$ cat src/rtl/serial_reduce_pkg.sv
package serial_reduce_pkg;
  typedef enum logic [2:0] {
    RD_SUM  = 3'd0,
    RD_MIN  = 3'd1,
    RD_MAX  = 3'd2,
    RD_AND  = 3'd3,
    RD_OR   = 3'd4,
    RD_XOR  = 3'd5,
    RD_RSV6 = 3'd6,
    RD_RSV7 = 3'd7
  } rd_op_e;

  typedef enum logic [1:0] {
    ST_IDLE = 2'd0,
    ST_RUN  = 2'd1,
    ST_FIN  = 2'd2
  } rd_state_e;
endpackage

$ cat src/rtl/rd_ctrl.sv
module rd_ctrl
  import serial_reduce_pkg::*;
#(
  parameter int OPW  = 24,
  parameter int IDXW = $clog2(OPW)
) (
  input  logic            clk,
  input  logic            rst_n,
  input  logic            start,
  output logic            accept,
  output logic            run,
  output logic            fin,
  output logic            busy,
  output logic [IDXW-1:0] cnt,
  output logic            first,
  output logic            last
);
  localparam logic [IDXW-1:0] LastIdx = IDXW'(OPW - 1);

  rd_state_e       state_q, state_n;
  logic [IDXW-1:0] cnt_q, cnt_n;

  assign accept = (state_q == ST_IDLE) && start;
  assign run    = (state_q == ST_RUN);
  assign fin    = (state_q == ST_FIN);
  assign busy   = (state_q != ST_IDLE);
  assign cnt    = cnt_q;
  assign first  = (cnt_q == '0);
  assign last   = (cnt_q == LastIdx);

  always_comb begin
    state_n = state_q;
    cnt_n   = cnt_q;
    case (state_q)
      ST_IDLE: if (start) begin
        state_n = ST_RUN;
        cnt_n   = '0;
      end
      ST_RUN: begin
        if (last) state_n = ST_FIN;
        else      cnt_n   = cnt_q + 1'b1;
      end
      ST_FIN:  state_n = ST_IDLE;
      default: state_n = ST_IDLE;
    endcase
  end

  always_ff @(posedge clk or negedge rst_n) begin
    if (!rst_n) begin
      state_q <= ST_IDLE;
      cnt_q   <= '0;
    end else begin
      state_q <= state_n;
      cnt_q   <= cnt_n;
    end
  end

  assert_run_length_R2: assert property (@(posedge clk) disable iff (!rst_n)
    $rose(fin) |-> ($past(cnt_q) == LastIdx));

  assert_fin_single_R2: assert property (@(posedge clk) disable iff (!rst_n)
    fin |=> !fin);
endmodule

$ cat src/rtl/rd_slice_pick.sv
module rd_slice_pick #(
  parameter int NUM_PE = 64,
  parameter int OPW    = 24,
  parameter int IDXW   = $clog2(OPW)
) (
  input  logic [NUM_PE*OPW-1:0] opnd,
  input  logic [IDXW-1:0]       idx,
  input  logic                  invert,
  output logic [NUM_PE-1:0]     slice
);
  for (genvar g = 0; g < NUM_PE; g++) begin : g_pe
    logic [OPW-1:0] word;
    assign word     = opnd[g*OPW +: OPW];
    assign slice[g] = word[idx] ^ invert;
  end
endmodule

$ cat src/rtl/rd_slice_reduce.sv
module rd_slice_reduce #(
  parameter int NUM_PE = 64,
  parameter int PCW    = $clog2(NUM_PE + 1)
) (
  input  logic [NUM_PE-1:0] slice,
  input  logic [NUM_PE-1:0] mask,
  input  logic [NUM_PE-1:0] cand,
  output logic [PCW-1:0]    pop,
  output logic              any_c1,
  output logic              any_c0,
  output logic              and_b,
  output logic              or_b,
  output logic              xor_b
);
  logic [NUM_PE-1:0] live;

  assign live   = slice & mask;
  assign any_c1 = |(cand & slice);
  assign any_c0 = |(cand & ~slice);
  assign and_b  = &(slice | ~mask);
  assign or_b   = |live;
  assign xor_b  = ^live;

  always_comb begin
    pop = '0;
    for (int i = 0; i < NUM_PE; i++) pop = pop + PCW'(live[i]);
  end
endmodule

$ cat src/rtl/serial_reduce_net.sv
module serial_reduce_net
  import serial_reduce_pkg::*;
#(
  parameter int NUM_PE = 64,
  parameter int OPW    = 24,
  parameter int ACCW   = 64
) (
  input  logic                  clk,
  input  logic                  rst_n,
  input  logic                  start,
  input  logic [2:0]            op,
  input  logic                  accum,
  input  logic [NUM_PE-1:0]     mask,
  input  logic [NUM_PE*OPW-1:0] operands,
  output logic [ACCW-1:0]       result,
  output logic [ACCW-1:0]       acc_total,
  output logic                  done,
  output logic                  busy
);
  localparam int IDXW = $clog2(OPW);
  localparam int PCW  = $clog2(NUM_PE + 1);
  localparam int CW   = PCW + 1;
  localparam logic [IDXW-1:0] TopIdx = IDXW'(OPW - 1);

  // control
  logic            accept, run, fin, first, last;
  logic [IDXW-1:0] cnt;

  rd_ctrl #(.OPW(OPW), .IDXW(IDXW)) u_ctrl (
    .clk(clk), .rst_n(rst_n), .start(start), .accept(accept), .run(run),
    .fin(fin), .busy(busy), .cnt(cnt), .first(first), .last(last)
  );

  // captured state
  rd_op_e                op_q;
  logic                  accum_q;
  logic [NUM_PE-1:0]     mask_q, cand_q, cand_n;
  logic [NUM_PE*OPW-1:0] opnd_q;
  logic [CW-1:0]         carry_q, carry_n;
  logic [OPW-1:0]        bits_q, bits_n;
  logic [ACCW-1:0]       result_q, acc_q, fin_val;
  logic                  done_q;

  logic is_mm;
  assign is_mm = (op_q == RD_MIN) || (op_q == RD_MAX);

  // slice selection: min/max walk from the top bit, others from bit 0
  logic [IDXW-1:0]   idx;
  logic              invert;
  logic [NUM_PE-1:0] slice;

  assign idx    = is_mm ? (TopIdx - cnt) : cnt;
  assign invert = is_mm && first;

  rd_slice_pick #(.NUM_PE(NUM_PE), .OPW(OPW), .IDXW(IDXW)) u_pick (
    .opnd(opnd_q), .idx(idx), .invert(invert), .slice(slice)
  );

  logic [PCW-1:0] pop;
  logic           any_c1, any_c0, and_b, or_b, xor_b;

  rd_slice_reduce #(.NUM_PE(NUM_PE), .PCW(PCW)) u_red (
    .slice(slice), .mask(mask_q), .cand(cand_q), .pop(pop), .any_c1(any_c1),
    .any_c0(any_c0), .and_b(and_b), .or_b(or_b), .xor_b(xor_b)
  );

  // per-slice next state
  logic [CW-1:0] pop_ext, tsum;
  logic          bit_t, bit_store;

  always_comb begin
    pop_ext = CW'(pop);
    tsum    = last ? (carry_q - pop_ext) : (carry_q + pop_ext);
    cand_n  = cand_q;
    carry_n = carry_q;
    bit_t   = 1'b0;
    case (op_q)
      RD_SUM: begin
        bit_t   = tsum[0];
        carry_n = last ? tsum : {1'b0, tsum[CW-1:1]};
      end
      RD_MAX: begin
        bit_t = any_c1;
        if (any_c1) cand_n = cand_q & slice;
      end
      RD_MIN: begin
        bit_t = ~any_c0;
        if (any_c0) cand_n = cand_q & ~slice;
      end
      RD_AND:  bit_t = and_b;
      RD_OR:   bit_t = or_b;
      RD_XOR:  bit_t = xor_b;
      default: bit_t = 1'b0;
    endcase
    bit_store = bit_t ^ invert;
    bits_n    = is_mm ? {bits_q[OPW-2:0], bit_store} : {bit_store, bits_q[OPW-1:1]};
  end

  // final value assembly
  logic [ACCW-1:0] sum_hi;
  always_comb begin
    sum_hi = {{(ACCW-CW){carry_q[CW-1]}}, carry_q};
    case (op_q)
      RD_SUM:  fin_val = (sum_hi << (OPW-1)) | {{(ACCW-OPW+1){1'b0}}, bits_q[OPW-2:0]};
      RD_MIN,
      RD_MAX:  fin_val = {{(ACCW-OPW){bits_q[OPW-1]}}, bits_q};
      RD_AND,
      RD_OR,
      RD_XOR:  fin_val = {{(ACCW-OPW){1'b0}}, bits_q};
      default: fin_val = '0;
    endcase
  end

  always_ff @(posedge clk or negedge rst_n) begin
    if (!rst_n) begin
      op_q    <= RD_SUM;
      accum_q <= 1'b0;
      mask_q  <= '0;
      opnd_q  <= '0;
    end else if (accept) begin
      op_q    <= rd_op_e'(op);
      accum_q <= accum;
      mask_q  <= mask;
      opnd_q  <= operands;
    end
  end

  always_ff @(posedge clk or negedge rst_n) begin
    if (!rst_n) begin
      cand_q  <= '0;
      carry_q <= '0;
      bits_q  <= '0;
    end else if (accept) begin
      cand_q  <= mask;
      carry_q <= '0;
      bits_q  <= '0;
    end else if (run) begin
      cand_q  <= cand_n;
      carry_q <= carry_n;
      bits_q  <= bits_n;
    end
  end

  always_ff @(posedge clk or negedge rst_n) begin
    if (!rst_n) begin
      result_q <= '0;
      acc_q    <= '0;
      done_q   <= 1'b0;
    end else begin
      done_q <= fin;
      if (fin) result_q <= fin_val;
      if (fin && accum_q && (op_q == RD_SUM)) acc_q <= acc_q + fin_val;
    end
  end

  assign result    = result_q;
  assign acc_total = acc_q;
  assign done      = done_q;

  assert_done_pulse_R2: assert property (@(posedge clk) disable iff (!rst_n)
    done_q |=> !done_q);

  assert_busy_capture_R3: assert property (@(posedge clk) disable iff (!rst_n)
    (busy && start) |=> ($stable(mask_q) && $stable(op_q) && $stable(opnd_q)));

  assert_cand_shrink_R5: assert property (@(posedge clk) disable iff (!rst_n)
    ($past(run) && run) |-> ((cand_q & ~$past(cand_q)) == '0));

  assert_cand_alive_R6: assert property (@(posedge clk) disable iff (!rst_n)
    (run && is_mm && (|mask_q)) |-> (|cand_q));

  assert_acc_gated_R8: assert property (@(posedge clk) disable iff (!rst_n)
    (done_q && !(accum_q && (op_q == RD_SUM))) |-> (acc_q == $past(acc_q)));

  assert_result_hold_R9: assert property (@(posedge clk) disable iff (!rst_n)
    !done_q |-> $stable(result_q));
endmodule

$ cat config.mk
export PLATFORM = sky130hd
export DESIGN_NAME = serial_reduce_net
export DESIGN_NICKNAME = d
export VERILOG_FILES = /design/src/rtl/serial_reduce_pkg.sv /design/src/rtl/rd_ctrl.sv /design/src/rtl/rd_slice_pick.sv /design/src/rtl/rd_slice_reduce.sv /design/src/rtl/serial_reduce_net.sv
export SDC_FILE = /design/constraint.sdc
export NUM_CORES = 2
export LEC_CHECK = 0
export ABC_AREA = 1
export BUFFER_PORTS_ARGS = -buffer_cell sky130_fd_sc_hd__buf_2
export CAP_MARGIN = 30
export CORE_AREA = 3 3 677 679
export CTS_CLUSTER_SIZE = 25
export DETAILED_ROUTE_END_ITERATION = 12
export DIE_AREA = 0 0 680 682
export GPL_TIMING_DRIVEN = 1
export PLACE_DENSITY = 0.43
export SYNTH_ARGS = -nofsm -noshare
export SYNTH_HDL_FRONTEND = slang
export SYNTH_SLANG_ARGS = --single-unit
$ cat constraint.sdc
create_clock -name clk -period 13.4 [get_ports clk]
set_input_delay 1.34 -clock clk [delete_from_list [all_inputs] [get_ports clk]]
set_output_delay 1.34 -clock clk [all_outputs]
set_load 0.05 [all_outputs]
==> impl_metrics.yaml <==
logic_synthesis:
  yosys.area_share.simple_pct: 37.8
  async_reset_ff_share_pct: 100
  yosysWarnings: 0
  synthCells: 13000
  synth-main-ff-cell: "dfrtp_1"
  synth_xor_area_share_pct: 0.846
  synthesis.area_um2: 94200
  synth.mux.area_fraction_pct: 0
  avgSynthCellArea_um2: 7.25
  seq_area_frac_synth_pct: 47.9
  synth_compound_area_share_pct: 4.77
  ys_seq_elements: 1803
  synth_nets: 14800
  synth_edf_count: 0
  ys_types: 45
  synth_top_family_by_area: "simple AND/OR/NAND/NOR gates"
  yosys.area_share.adder_pct: 2.81
clock_network:
  cts_setup_buffers: 0
  path_clk_slew_ns: 0.06
  cts_resized: 0
  cts.sinks: 1803
  cts_buffer_depth: 4
  cts_made_buffers: 231
  clk_latency_ns: 0.94
  root_buffer: "clkbuf_16"
  cts_tree: "yes"
  cts-htree-levels: 4
  cts_hold_buf: 0
placement:
  gp_congestion: 0.974
  hpwl_um: 428000
  port_buffers: 1736
  place_area_um2: 109000
  pre_cts_slack_ns: 1.40
timing:
  max_slew_margin_pct: 30.0
  clock.fmax_mhz: 82.9
  worstMarginPinSlew_ns: 1.05
  hold_ws_ns: 0.309
  hold_viol: 0
  final.period_utilization_pct: 90.1
  setup_violations: 0
  tns_ns: 0
  fin_ws_ns: 1.33
  rsz0062_at_grt: "no"
  period_needed_ns: 12.07
  slew_viol_final: 0
  fin_worst_skew_ns: 0.0717
finish:
  fin_nets: 16100
  fillerInstances: 51000
  final_area_um2: 118000
  drive_gt1_share_pct: 16.6
  area_growth_pct: 25.1
critical_path:
  cpMostUsedCell: "fa_1"
  crit_path_max_fanout: 60
  crit_required_ns: 14.22
  end_kind: "flop"
  slowest_delay_ns: 0.59
  cp_slowest_cell: "fa_1"
  cp_num_buf_inv: 8
  cp_top_family: "adder cells"
  cp.arrival_ns: 12.88
  crit_path_start_kind: "flop"
  worstSetupPathType: "reg -> reg"
floorplanning:
  coreArea_um2: 452000
  initial_core_util_pct: 20.8
  io-pin-count: 1737
  die_h_um: 682
  die-area_um2: 464000
  die_w_um: 680
  fp-row-count: 247
outcome:
  outcome: "finished clean"
detailed_routing:
  vias: 94300
  ant_nets: 0
  wl_um: 556000
  drtIter0Drc: 8421
  drcViolationCount: 0
  wl_per_cell_um: 26.7
  first_pass_iters: 6
  via_per_inst: 4.53
worst_hold_path:
  worstHoldPathType: "in -> async"
global_routing:
  grt_overflow_total: 0
  antenna_found_initial: 170
  grt_pass1_wl_um: 752000
  grtUsageTotal_pct: 23.1
  first_global_vias: 92300
  grt_max_degree: 180
job:
  cap_viol_max_count: 0
==> stage by stage <==
step	instances	utilization [%]
after global placement	20100	24.1
after floorplan	13000	-
after detailed placement	20100	24.1
after CTS	20500	25.9
after global routing	20800	26.0
final	20800	26.0
==> cell usage after synthesis (all sizes together), types with 56 or more instances <==
library cell	n	area, µm²
o211ai	170	1280
inv	512	1920
nand2	6700	25200
nand3	1754	8780
buf	371	1990
xnor2	57	499
clkbuf	443	1660
a21oi	130	651
nor2	241	910
dfrtp	1803	45100
ha	122	1530
fa	56	1120
o21ai	401	2010
or2	82	513
==> cells in the final DEF (no fill, tap or decap), types with 7 or more instances in the layout <==
| cell type | count |
|---|---|
| o21ai_1 | 7 |
| o22ai_1 | 25 |
| inv_1 | 504 |
| clkbuf_16 | 233 |
| xor2_1 | 34 |
| o21a_1 | 9 |
| clkinvlp_4 | 10 |
| buf_4 | 142 |
| o221ai_1 | 8 |
| diode_2 | 301 |
| nor3_1 | 12 |
| nand4_1 | 14 |
| or2_2 | 74 |
| fa_1 | 56 |
| bufinv_16 | 21 |
| buf_12 | 52 |
| o21ai_0 | 391 |
| nand3_1 | 1750 |
| dfrtp_1 | 1802 |
| o211ai_1 | 170 |
| clkbuf_8 | 54 |
| buf_2 | 1735 |
| a21oi_1 | 130 |
| a31oi_1 | 25 |
| ha_1 | 122 |
| clkbuf_1 | 48 |
| nor2_1 | 237 |
| clkinv_2 | 37 |
| nand2_1 | 6691 |
| xnor2_1 | 57 |
==> final timing paths <==
path                             from  cells past startpoint  slack [ns]          end
setup / recovery              op_q[2]                     44        1.33   carry_q[6]
hold / removal                  rst_n                      1        0.31  opnd_q[758]
setup reg to reg              op_q[2]                     44        1.33   carry_q[6]
hold reg to reg            result[18]                      2        0.47   result[18]
max in group asynchronous       rst_n                      4        9.98   opnd_q[96]
min in group clk           result[18]                      2        0.47   result[18]
==> final cells by class <==
type	instances	area, µm²	area share (%)
timing repair buffer	1936	10900	9.27
multi-input combinational	9863	43700	37.0
antenna	301	753	0.639
sequential	1803	45100	38.3
clock inverter	84	1190	1.01
tap	5976	7480	6.35
clock buffer	335	6750	5.73
inverter	513	1970	1.67
==> kinds of logic after synthesis <==
kind of cell | count (synthesis)
AOI/OAI and AO/OA | 781
xor gates and xnor gates | 91
adders and majority gates | 178
buffers and inverters | 1327
DFF | 1803
and+or+nand+nor | 8813
==> worst reg2reg max path: cells and delay by family (launching register included) <==
kind            cells  cell delay [ns]
compound gates      7             0.87
xor+xnor            2             0.31
fa+ha+maj          12             5.45
buf+inv             8             1.45
flops               1             0.45
simple gates       15             3.49
==> metal layers <==
metal / up-vias / wire length [µm] / GRT usage [%]
met5: - / 345 / 0
met4: 54 / 31000 / 12.2
met3: 793 / 29100 / 3.16
met2: 3133 / 261000 / 37.7
met1: 46100 / 235000 / 29.6
li1: 44200 / - / -
==> flip-flops by register name, summed over array words and instances (netlist names) <==
| signal | count |
|---|---|
| result | 31 |
| acc_total | 64 |
| bits_q | 24 |
| op_q | 3 |
| mask_q | 64 |
| cand_q | 64 |
| accum_q | 1 |
| opnd_q | 1536 |
| u_ctrl.state_q | 2 |
| done | 1 |
| carry_q | 8 |
| u_ctrl.cnt | 5 |
Power is left out: the tool's default activity adds up to more than one toggle a clock period on the data nets, which glitch-free logic cannot reach.
